`config.mk`:
```
export PLATFORM = sky130hd
export DESIGN_NAME = lpc_rd_target
export DESIGN_NICKNAME = d
export VERILOG_FILES = /design/src/rtl/lpc_rd_pkg.sv /design/src/rtl/lpc_rd_addr.sv /design/src/rtl/lpc_rd_fsm.sv /design/src/rtl/lpc_rd_drv.sv /design/src/rtl/lpc_rd_target.sv
export SDC_FILE = /design/constraint.sdc
export NUM_CORES = 1
export LEC_CHECK = 0
export BUFFER_PORTS_ARGS = -buffer_cell sky130_fd_sc_hd__buf_2
export CORE_MARGIN = 5
export CORE_UTILIZATION = 28
export DETAILED_ROUTE_END_ITERATION = 6
export GPL_ROUTABILITY_DRIVEN = 0
export PLACE_DENSITY = 0.43
export SYNTH_ARGS = -nofsm -noshare
export SYNTH_HDL_FRONTEND = slang
export SYNTH_SLANG_ARGS = --single-unit
```
`constraint.sdc`:
```
create_clock -name clk_i -period 2 [get_ports clk_i]
set_clock_uncertainty 0.15 [all_clocks]
set_input_delay 0.1 -clock clk_i [delete_from_list [all_inputs] [get_ports clk_i]]
set_output_delay 0.1 -clock clk_i [all_outputs]
set_load 0.03 [all_outputs]
```
`src/rtl/lpc_rd_pkg.sv`:
```
package lpc_rd_pkg;
  localparam int NIB_W     = 4;
  localparam int ADDR_W    = 32;
  localparam int ADDR_NIBS = ADDR_W / NIB_W;
  localparam int SHIFT_W   = ADDR_W - NIB_W;
  localparam int ID_LSB    = 19;
  localparam int SPACE_BIT = 22;
  localparam int TOP_LSB   = 23;

  localparam logic [NIB_W-1:0] NIB_START = 4'h0;
  localparam logic [NIB_W-1:0] NIB_TAR   = 4'hF;
  localparam logic [NIB_W-1:0] NIB_WAIT  = 4'h5;
  localparam logic [NIB_W-1:0] NIB_READY = 4'h0;

  typedef enum logic [3:0] {
    ST_IDLE,
    ST_TYPE,
    ST_ADDR,
    ST_TAR_H,   // host turnaround, request to store
    ST_TAR_T,   // target takes lines
    ST_WAIT,
    ST_READY,
    ST_DLO,
    ST_DHI,
    ST_TAR_E
  } st_e;
endpackage

```
`src/rtl/lpc_rd_addr.sv`:
```
module lpc_rd_addr
  import lpc_rd_pkg::*;
#(
  parameter int ID_W  = 3,
  parameter int RD_AW = 19
) (
  input  logic             clk_i,
  input  logic             rst_ni,
  input  logic             shift_i,
  input  logic [NIB_W-1:0] lad_i,
  input  logic [ID_W-1:0]  dev_id_i,
  output logic             hit_o,
  output logic [RD_AW-1:0] rd_addr_o,
  output logic             rd_mem_o
);
  localparam int ID_MSB = ID_LSB + ID_W - 1;

  // Top nibble falls out of the window; the full word exists only as addr_nx.
  logic [SHIFT_W-1:0] addr_q;
  logic [ADDR_W-1:0]  addr_nx;

  assign addr_nx = {addr_q, lad_i};

  always_ff @(posedge clk_i or negedge rst_ni) begin
    if (!rst_ni)      addr_q <= '0;
    else if (shift_i) addr_q <= addr_nx[SHIFT_W-1:0];
  end

  assign hit_o     = (&addr_nx[ADDR_W-1:TOP_LSB]) &&
                     (addr_nx[ID_MSB:ID_LSB] == dev_id_i);
  assign rd_addr_o = addr_q[RD_AW-1:0];
  assign rd_mem_o  = addr_q[SPACE_BIT];
endmodule

```
`src/rtl/lpc_rd_fsm.sv`:
```
module lpc_rd_fsm
  import lpc_rd_pkg::*;
#(
  parameter int WAIT_CYC = 2
) (
  input  logic             clk_i,
  input  logic             rst_ni,
  input  logic             frame_ni,
  input  logic [NIB_W-1:0] lad_i,
  input  logic             hit_i,
  input  logic [7:0]       rd_data_i,
  output st_e              state_o,
  output logic             shift_o,
  output logic [7:0]       byte_o
);
  localparam int CNT_MAX = (ADDR_NIBS > WAIT_CYC) ? ADDR_NIBS : WAIT_CYC;
  localparam int CNT_W   = (CNT_MAX > 1) ? $clog2(CNT_MAX) : 1;
  localparam logic [CNT_W-1:0] ADDR_LAST = CNT_W'(ADDR_NIBS - 1);
  localparam logic [CNT_W-1:0] WAIT_LAST = CNT_W'(WAIT_CYC - 1);

  st_e              state_q, state_d;
  logic [CNT_W-1:0] cnt_q, cnt_d;
  logic [7:0]       byte_q;
  logic             type_ok;

  assign type_ok = (lad_i[3:2] == 2'b01) && !lad_i[1];

  always_comb begin
    state_d = state_q;
    cnt_d   = cnt_q;
    shift_o = 1'b0;
    if (!frame_ni) begin
      // strobe low wins everywhere: abort and re-sample for a start
      state_d = (lad_i == NIB_START) ? ST_TYPE : ST_IDLE;
    end else begin
      case (state_q)
        ST_IDLE: state_d = ST_IDLE;
        ST_TYPE: begin
          state_d = type_ok ? ST_ADDR : ST_IDLE;
          cnt_d   = '0;
        end
        ST_ADDR: begin
          shift_o = 1'b1;
          if (cnt_q == ADDR_LAST) state_d = hit_i ? ST_TAR_H : ST_IDLE;
          else                    cnt_d   = cnt_q + CNT_W'(1);
        end
        ST_TAR_H: state_d = ST_TAR_T;
        ST_TAR_T: begin
          state_d = ST_WAIT;
          cnt_d   = '0;
        end
        ST_WAIT: begin
          if (cnt_q == WAIT_LAST) state_d = ST_READY;
          else                    cnt_d   = cnt_q + CNT_W'(1);
        end
        ST_READY: state_d = ST_DLO;
        ST_DLO:   state_d = ST_DHI;
        ST_DHI:   state_d = ST_TAR_E;
        ST_TAR_E: state_d = ST_IDLE;
        default:  state_d = ST_IDLE;
      endcase
    end
  end

  always_ff @(posedge clk_i or negedge rst_ni) begin
    if (!rst_ni) begin
      state_q <= ST_IDLE;
      cnt_q   <= '0;
    end else begin
      state_q <= state_d;
      cnt_q   <= cnt_d;
    end
  end

  // store has until the end of the ready sync
  always_ff @(posedge clk_i or negedge rst_ni) begin
    if (!rst_ni)                  byte_q <= '0;
    else if (state_q == ST_READY) byte_q <= rd_data_i;
  end

  assign state_o = state_q;
  assign byte_o  = byte_q;
endmodule

```
`src/rtl/lpc_rd_drv.sv`:
```
module lpc_rd_drv
  import lpc_rd_pkg::*;
(
  input  st_e              state_i,
  input  logic [7:0]       byte_i,
  output logic [NIB_W-1:0] lad_o,
  output logic             oe_o,
  output logic             req_o
);
  always_comb begin
    lad_o = NIB_TAR;
    oe_o  = 1'b0;
    req_o = 1'b0;
    case (state_i)
      ST_TAR_H: req_o = 1'b1;
      ST_TAR_T: oe_o  = 1'b1;
      ST_WAIT: begin
        oe_o  = 1'b1;
        lad_o = NIB_WAIT;
      end
      ST_READY: begin
        oe_o  = 1'b1;
        lad_o = NIB_READY;
      end
      ST_DLO: begin
        oe_o  = 1'b1;
        lad_o = byte_i[3:0];
      end
      ST_DHI: begin
        oe_o  = 1'b1;
        lad_o = byte_i[7:4];
      end
      ST_TAR_E: oe_o = 1'b1;
      default: ;
    endcase
  end
endmodule

```
`src/rtl/lpc_rd_target.sv`:
```
module lpc_rd_target
  import lpc_rd_pkg::*;
#(
  parameter int ID_W     = 3,
  parameter int RD_AW    = 19,
  parameter int WAIT_CYC = 2
) (
  input  logic             clk_i,
  input  logic             rst_ni,
  input  logic             frame_ni,
  input  logic [3:0]       lad_i,
  input  logic [ID_W-1:0]  dev_id_i,
  input  logic [7:0]       rd_data_i,
  output logic [3:0]       lad_o,
  output logic             lad_oe_o,
  output logic             rd_req_o,
  output logic [RD_AW-1:0] rd_addr_o,
  output logic             rd_mem_o
);
  st_e        state;
  logic       shift;
  logic       hit;
  logic [7:0] byte_q;

  lpc_rd_addr #(
    .ID_W  (ID_W),
    .RD_AW (RD_AW)
  ) u_addr (
    .clk_i     (clk_i),
    .rst_ni    (rst_ni),
    .shift_i   (shift),
    .lad_i     (lad_i),
    .dev_id_i  (dev_id_i),
    .hit_o     (hit),
    .rd_addr_o (rd_addr_o),
    .rd_mem_o  (rd_mem_o)
  );

  lpc_rd_fsm #(
    .WAIT_CYC (WAIT_CYC)
  ) u_fsm (
    .clk_i     (clk_i),
    .rst_ni    (rst_ni),
    .frame_ni  (frame_ni),
    .lad_i     (lad_i),
    .hit_i     (hit),
    .rd_data_i (rd_data_i),
    .state_o   (state),
    .shift_o   (shift),
    .byte_o    (byte_q)
  );

  lpc_rd_drv u_drv (
    .state_i (state),
    .byte_i  (byte_q),
    .lad_o   (lad_o),
    .oe_o    (lad_oe_o),
    .req_o   (rd_req_o)
  );
endmodule

```
==> impl_metrics.toml, run 1 <==
[clocking]
clock_path_buffers = 2
htreeDepth = 2
cts_tree = "done"
clk_pin_slew_ns = 0.09
cts_sinks = 43
clock_latency_ns = 0.30
cts_buffers = 5
cts-root-buf = "clkbuf_8"

[synthesis]
synth_edf_count = 0
syn_area_um2 = 2140
yosysWarnings = 0
synthMuxAreaShare_pct = 19.4
synth.distinct_cells = 39
synthAdderAreaFrac_pct = 1.75
synth-simple-area-share_pct = 7.65
ys.flop_type = "dfrtp_1"
ys_ff_latch = 43
synthesis.nets = 193
synth-compound-area-share_pct = 8.76
async_flop_share_pct = 100
avgSynthCellArea_um2 = 12.5
synth-xor-area-share_pct = 2.45
synth_top_family_by_area = "multiplexers"
synthCells = 172
yosysSeqAreaShare_pct = 50.2

[setup_path]
worstPathArrival_ns = 1.69
worstSetupPathType = "register to primary output"
path_max_fanout = 5
crit_path_start_kind = "register"
worstSetupEndpointType = "primary output"
worstPathRequired_ns = 1.75

[floorplanning]
core_um2 = 7370
start_util_pct = 29.1
die-area_um2 = 9500
core.rowCount = 31
ios = 44
dieHeight_um = 97.5
die_x_um = 97.5

[timing]
fmaxAchievable_mhz = 516
period_minus_slack_ns = 1.94
finalSetupTns_ns = 0
drv_slew = 0
setup_viol = 0
slew_headroom_pct = 62.7
hold_viol = 0
tightest_slew_ns = 0.560
rsz0062_at_grt = "yes"
min_period_over_period_pct = 96.8

[finish]
num_antenna_cells = 0
final_common_cell = "dfrtp_1"
finalCoreUtilization_pct = 35.9
finalNetCount = 244
layout-drive-gt1-share_pct = 48.2
syn2layout_area_growth_pct = 23.6
final_cell_mix = "dfrtp_1 (43), buf_2 (42), mux2_2 (36)"

[detailed_routing]
route.detailed.drc = 0
viasPerCell = 4.45
drt_iter0_drc = 47
drtPass1Iterations = 4
wl_um = 4460
via_count = 1436
route.antenna.remaining_nets = 0
wire_per_inst_um = 13.8

[place]
io_buffers = 43
dp_hpwl_um = 3110

[grt]
gr-total-overflow = 0
grt_usage_pct = 10.1
antenna_found_initial = 0
grt_start_max_net_pins = 44
grt_pass1_wl_um = 7780
grt_pass1_vias = 1546

[job]
drv_cap = 0

[worst_hold_path]
hp-class = "primary input to async pin"

[power]
leakagePower_nw = 1.35
max-vdd-ir-drop_v = 0.000276
powerDensity_nw_per_um2 = 577

[outcome]
outcome = "completed"
cell families (layout without fill, tap and decap cells):
kind of cell / count (synthesis) / in the layout
AO/OA/AOI/OAI: 23 / 23
XOR/XNOR: 6 / 6
adder cells (fa/ha/maj): 3 / 3
buffers and inverters: 32 / 84
flip-flops: 43 / 43
multiplexers: 37 / 37
AND/OR/NAND/NOR: 28 / 28
final cells by class:
class                   count  area [µm²]
fillers                   761        4720
flip-flops and latches     43        1080
multi-input cells          97         861
repair buffers             72         487
well taps                  99         124
clock buffers               6        72.6
inverters                   4        15.0
clock inverters             2        12.5
power breakdown:
part	internal, mW	switching (mW)
registers	0.878	0.00636
clock network	0.244	0.304
logic	0.0454	0.0492
per-stage QoR:
stage          std cells  setup slack, ns  hold WS [ns]  total power, mW  area, µm²
2_1_floorplan        172            0.155        -0.346            0.930       2140
5_1_grt              323         -0.00731         0.313             1.62       2650
4_1_cts              320           0.0150         0.273             1.56       2620
3_3_place_gp         298            0.176        0.0713            0.977       2390
6_report             323           0.0630         0.246             1.53       2650
3_5_place_dp         298            0.214        0.0656            0.978       2390
critical path, stage by stage, from the launching register on:
cell     delay, ns
dfrtp_1       0.42
or4b_4        0.58
o22a_1        0.25
buf_6         0.15
layer usage:
metal | track usage [%] | wire length, µm | vias to the layer above
met4 | 3.83 | 70 | 0
li1 | - | - | 695
met1 | 14.1 | 2210 | 701
met2 | 14.7 | 1980 | 33
met5 | 0 | 0 | -
met3 | 3.02 | 203 | 7
synth_stat cells (2+ instances only):
cell type | instances | area, µm²
xor2_1 | 4 | 35.0
nor2_1 | 4 | 15.0
buf_4 | 19 | 143
nor3_1 | 2 | 10.0
dfrtp_1 | 43 | 1080
nand2b_1 | 2 | 12.5
o22a_1 | 2 | 17.5
nand2_1 | 8 | 30.0
o22ai_1 | 3 | 18.8
mux2_2 | 36 | 405
buf_2 | 8 | 40.0
o21ai_0 | 3 | 15.0
a31oi_1 | 3 | 18.8
inv_1 | 4 | 15.0
xnor2_1 | 2 | 17.5
a211oi_1 | 2 | 15.0
a21oi_1 | 3 | 15.0
ha_1 | 3 | 37.5
final timing paths:
path	startpoint	endpoint	slack [ns]	depth (start not counted)
min in group clk_i	dev_id_i[2]	u_fsm.state_o[0]	0.29	5
worst max register to register	u_fsm.state_o[2]	u_addr.addr_q[15]	0.17	5
worst max-delay path	u_fsm.state_o[1]	lad_o[1]	0.06	3
worst min register to register	u_addr.addr_q[24]	u_addr.addr_q[24]	0.35	1
max in group asynchronous	rst_ni	u_addr.addr_q[3]	1.05	3
worst min-delay path	rst_ni	u_fsm.byte_o[4]	0.25	3
registers in the layout (all words and copies together) (netlist names):
register / cells
u_addr.addr_q: 28
u_fsm.byte_o: 8
u_fsm.state_o: 4
u_fsm.cnt_q: 3
repair_timing:
action	CTS	global route
hold endpoints to repair	57	0
hold buffers	14	0
setup buffers	0	3
setup endpoints to repair	4	3
pin swaps	0	2
resized for setup	1	3
(Power assumes the default switching activity.)
==> inputs of run 2 (changes only) <==
Settings changed: BUFFER_PORTS_ARGS -buffer_cell sky130_fd_sc_hd__buf_2 to unset, DONT_BUFFER_PORTS set to 1, PLACE_DENSITY 0.43 to 0.51.
==> run 2 against run 1 <==
  * Cell area fell by 6.7%
  * Routed wire length shrank 5.3%
  * Power is 8.6% higher
  * First-iteration DRC count shrank 21%
  * Final cell count fell by 13%
  * Global-route usage down 0.69 points
  * Sequential share of layout area is 3.1 points higher
  * Fmax increased by 0.21%
  * Critical path depth increased by 1
  * Count of clock-buffer cells in the layout stayed put
  * Via count decreased by 10%
  * Die area unchanged
==> impl_metrics.toml, run 2 (same netlist as run 1, synthesis figures left out) <==
[clocking]
cts_sinks = 43
cts_buffers = 5
clock_path_buffers = 2
cts_tree = "done"
clock_latency_ns = 0.29
htreeDepth = 2
cts-root-buf = "clkbuf_8"
clk_pin_slew_ns = 0.08

[floorplanning]
dieHeight_um = 97.5
start_util_pct = 29.1
core.rowCount = 31
ios = 44
core_um2 = 7370
die-area_um2 = 9500
die_x_um = 97.5

[worst_hold_path]
whs_path_depth = 4
hp-class = "primary input to register"

[finish]
syn2layout_area_growth_pct = 15.3
fin_cells = 280
finalCoreUtilization_pct = 33.5
num_antenna_cells = 0
regMostFlops = "u_addr.addr_q"
layout-drive-gt1-share_pct = 38.1
final_common_cell = "dfrtp_1"
final_area_um2 = 2470
finalNetCount = 201
largest_register_ffs = 28
final_cell_mix = "dfrtp_1 (40), mux2_2 (36), dlygate4sd3_1 (14), buf_4 (14), nand2_1 (8)"

[grt]
grt_usage_pct = 9.41
grt_start_max_net_pins = 44
antenna_found_initial = 0
gr-total-overflow = 0
grt_pass1_vias = 1419
grt_pass1_wl_um = 7330

[timing]
period_minus_slack_ns = 1.93
min_period_over_period_pct = 96.6
rsz0062_at_grt = "no"
setup_viol = 0
hold_viol = 0
tightest_slew_ns = 0.375
finalSetupTns_ns = 0
slew_headroom_pct = 74.7
hold_ws_ns = 0.0299
drv_slew = 0
fmaxAchievable_mhz = 517

[detailed_routing]
drtPass1Iterations = 4
via_count = 1291
viasPerCell = 4.61
route.detailed.drc = 0
wire_per_inst_um = 15.1
route.antenna.remaining_nets = 0
wl_um = 4230
drt_iter0_drc = 37

[setup_path]
worstSetupPathType = "register to primary output"
path_max_fanout = 6
reg2regPathDepth = 5
worstSetupEndpointType = "primary output"
cp.depth = 4
crit_family = "simple AND/OR/NAND/NOR gates"
crit_path_start_kind = "register"
cp_slowest_cell = "or4b_4"
worstPathRequired_ns = 1.75
worstPathArrival_ns = 1.68
max_stage_delay_ns = 0.58
crit_buf_inv = 1
cp_cell_sequence = "or4b_4 -> nor2_1 -> a31oi_1 -> buf_4"

[power]
leakagePower_nw = 1.16
max-vdd-ir-drop_v = 0.000296
powerDensity_nw_per_um2 = 672

[place]
io_buffers = 0
placed_cells = 256
dp_hpwl_um = 3060
place_area_um2 = 2170

[outcome]
outcome = "completed"

[job]
drv_cap = 0
-- run 2: cell types whose count changed in the layout (fill, tap and decap cells not counted) --
cell | before | now
bufinv_16 | 0 | 1
buf_12 | 1 | 0
clkinvlp_4 | 1 | 0
buf_2 | 42 | 0
dfrtp_1 | 43 | 40
buf_6 | 1 | 0
buf_16 | 0 | 1
clkbuf_8 | 5 | 6
clkbuf_1 | 1 | 0
dfrtp_2 | 0 | 3
-- run 2: worst min-delay path: stages --
cell	delay, ns
or2_2	0.10
nor4_1	0.05
a21oi_1	0.10
o21ai_0	0.09
-- run 2: per-stage QoR --
stage | total power [mW] | worst slack, ns
3_3_place_gp | 0.934 | 0.165
5_1_grt | 1.73 | 0.00995
2_1_floorplan | 0.930 | 0.155
3_5_place_dp | 0.936 | 0.161
4_1_cts | 1.68 | 0.0297
6_report | 1.66 | 0.0671
-- run 2: metal layers --
metal	share of wire, %	up-vias	global-route usage, %
li1	-	608	-
met1	46	637	12.2
met2	43	41	13.8
met3	9.4	5	4.74
met4	1.3	0	2.56
met5	0	-	0
-- run 2: cell type report --
class                   count  area (µm²)
clock buffers               6        82.6
clock inverters             2        35.0
fillers                   746        4900
inverters                   4        15.0
multi-input cells          97         861
flip-flops and latches     43        1080
well taps                  99         124
repair buffers             29         273
-- run 2: worst paths after layout --
kind	start	to	slack (ns)
setup / recovery	u_fsm.state_o[1]	lad_o[2]	0.07
hold / removal	lad_i[1]	u_fsm.state_o[0]	0.03
setup reg to reg	u_fsm.state_o[2]	u_addr.addr_q[0]	0.16
hold reg to reg	u_addr.addr_q[24]	u_addr.addr_q[24]	0.36
max in group asynchronous	rst_ni	u_fsm.state_o[1]	1.32
min in group asynchronous	rst_ni	u_addr.addr_q[16]	0.16
-- run 2: power by group --
part / switching (mW) / internal (mW) / total, mW
Combinational: 0.0414 / 0.0379 / 0.0793
Sequential: 0.00854 / 0.878 / 0.887
Clock: 0.289 / 0.404 / 0.693
-- run 2: what timing repair did --
item | 4_1_cts | 5_1_grt
pin swaps | 0 | 0
setup buffers | 1 | 0
hold buffers | 15 | 0
resized for setup | 2 | 2
gates cloned | 0 | 0
endpoints found under the setup margin | 4 | 2
hold endpoints to repair | 62 | 0
==> inputs of run 3 (changes only) <==
Settings changed: CORE_MARGIN 5 to unset.
==> run 3 against run 2 <==
  * Worst hold slack better by 0.10 ns
  * Die area down 16%
  * Clock power is 5.2% higher
  * Largest power group unchanged
  * Sequential power about the same
  * Routed wire length down 0.21%
  * Setup slack improved by 0.0030 ns
  * Largest cell class unchanged
  * Sequential share of layout area down 1.1 points
  * Register-to-register slack lost 0.02 ns
  * Critical path depth shrank 2
  * Non-clock buffer count up 5
  * Highest routed layer unchanged
==> impl_metrics.toml, run 3 (same netlist as run 1, synthesis figures left out) <==
[power]
max-vdd-ir-drop_v = 0.000244
finalPower_mw = 1.70
leakagePower_nw = 1.20
powerDensity_nw_per_um2 = 670
switching_share_pct = 21.7
intPower_mw = 1.33
power_frac_clock_pct = 43.0
seq_power_share_pct = 52.3
power_frac_comb_pct = 4.7
p_sw_mw = 0.369

[outcome]
outcome = "completed"

[setup_path]
max_stage_delay_ns = 0.60
crit_buf_inv = 0
worstSetupEndpointType = "primary output"
crit_family = "simple AND/OR/NAND/NOR gates"
crit_path_start_kind = "register"
path_max_fanout = 6
cp_cell_sequence = "or4b_4 -> o22a_1"
cp_slowest_cell = "or4b_4"
worstSetupPathType = "register to primary output"
worstPathArrival_ns = 1.68
worstPathRequired_ns = 1.75

[timing]
final.setup.worst_slack_ns = 0.0701
setup_viol = 0
slew_headroom_pct = 66.1
tightest_slew_ns = 0.504
period_minus_slack_ns = 1.93
hold_viol = 0
finalSetupTns_ns = 0
rsz0062_at_grt = "no"
min_period_over_period_pct = 96.5
drv_slew = 0
fmaxAchievable_mhz = 518

[finish]
fill_cells = 717
fin_cells = 285
final_cell_mix = "dfrtp_1 (41), mux2_2 (36), buf_4 (16)"
finalNetCount = 206
final_common_cell = "dfrtp_1"
num_antenna_cells = 0
layout-drive-gt1-share_pct = 39.2
regMostFlops = "u_addr.addr_q"
finalCoreUtilization_pct = 34.5
largest_register_ffs = 28
syn2layout_area_growth_pct = 18.2

[grt]
gr-total-overflow = 0
antenna_found_initial = 0
grt_pass1_vias = 1294
grt_pass1_wl_um = 6660
grt_start_max_net_pins = 44
grt_usage_pct = 11.2

[place]
pre_cts_ws_ns = 0.140
io_buffers = 0
placed_cells = 257
dp_hpwl_um = 2830

[detailed_routing]
viasPerCell = 4.65
via_count = 1324
drtPass1Iterations = 4
route.antenna.remaining_nets = 0
route.detailed.drc = 0
drt_iter0_drc = 32
wire_per_inst_um = 14.8
wl_um = 4220

[clocking]
cts-root-buf = "clkbuf_8"
htreeDepth = 2
clock_latency_ns = 0.30
cts_sinks = 43
clk_pin_slew_ns = 0.08
clock_path_buffers = 2
cts_buffers = 5
cts_tree = "done"

[job]
drv_cap = 0

[floorplanning]
die_x_um = 89.5
core_um2 = 7330
start_util_pct = 29.2
ios = 44
core.rowCount = 31
die-area_um2 = 8000
dieHeight_um = 89.5

[worst_hold_path]
hp-class = "primary input to register"
[run 3: changes by cell type in the layout (fill, tap and decap cells not counted), sizes merged]
cell	before	now
dlygate4sd3	14	15
inv	4	5
clkinv	1	0
buf	15	19
[run 3: path summary, 6_finish.rpt]
kind / from / to / slack, ns / cells past startpoint
max in group asynchronous: rst_ni / u_fsm.state_o[1] / 1.34 / 2
min in group asynchronous: rst_ni / u_addr.addr_q[26] / 0.15 / 2
max reg2reg: u_fsm.state_o[2] / u_addr.addr_q[7] / 0.14 / 4
min reg2reg: u_addr.addr_q[24] / u_addr.addr_q[24] / 0.36 / 1
max: u_fsm.state_o[1] / lad_o[1] / 0.07 / 2
min: lad_i[2] / u_fsm.state_o[1] / 0.13 / 4
[run 3: final cells by class]
cell class                 instances  area (µm²)  area share, %
multi-input combinational         97         863           34.1
timing repair buffer              34         329           13.0
inverter                           4        15.0          0.593
sequential                        43        1080           42.6
clock buffer                       6        82.6           3.26
tap                               99         124           4.89
clock inverter                     2        38.8           1.53
[run 3: timing repair]
item	4_1_cts	5_1_grt
pin swaps	0	1
resized for setup	1	4
buffers inserted	0	4
endpoints found under the hold margin	62	0
endpoints found under the setup margin	4	15
hold buffers	16	0
[run 3: stage by stage]
stage	instance area, µm²	hold WS [ns]
detailed placement	2190	-0.343
global route	2530	0.175
global placement	2190	-0.343
CTS	2490	0.121
finish	2530	0.133
floorplan	2140	-0.346
[run 3: routing by layer]
| layer | part of all wire [%] | track usage, % | vias to the layer above |
|---|---|---|---|
| li1 | - | - | 617 |
| met1 | 46 | 14.8 | 662 |
| met5 | 0 | 0 | - |
| met3 | 6.7 | 4.34 | 4 |
| met2 | 46 | 16.9 | 41 |
| met4 | 0.85 | 3.46 | 0 |
[run 3: tightest hold or removal path, cell delays in order]
cell and delay, ns:
nand4bb_1 0.07, o22ai_1 0.09, a31oi_1 0.19, o32ai_2 0.09
[run 3: power by group through the flow]
stage / combinational, mW / clock (mW) / sequential (mW)
final: 0.0798 / 0.729 / 0.887
after global routing: 0.0897 / 0.781 / 0.889
after CTS: 0.0821 / 0.756 / 0.887
after detailed placement: 0.0317 / 0 / 0.904
after global placement: 0.0305 / 0 / 0.904
after floorplan: 0.0293 / 0 / 0.901
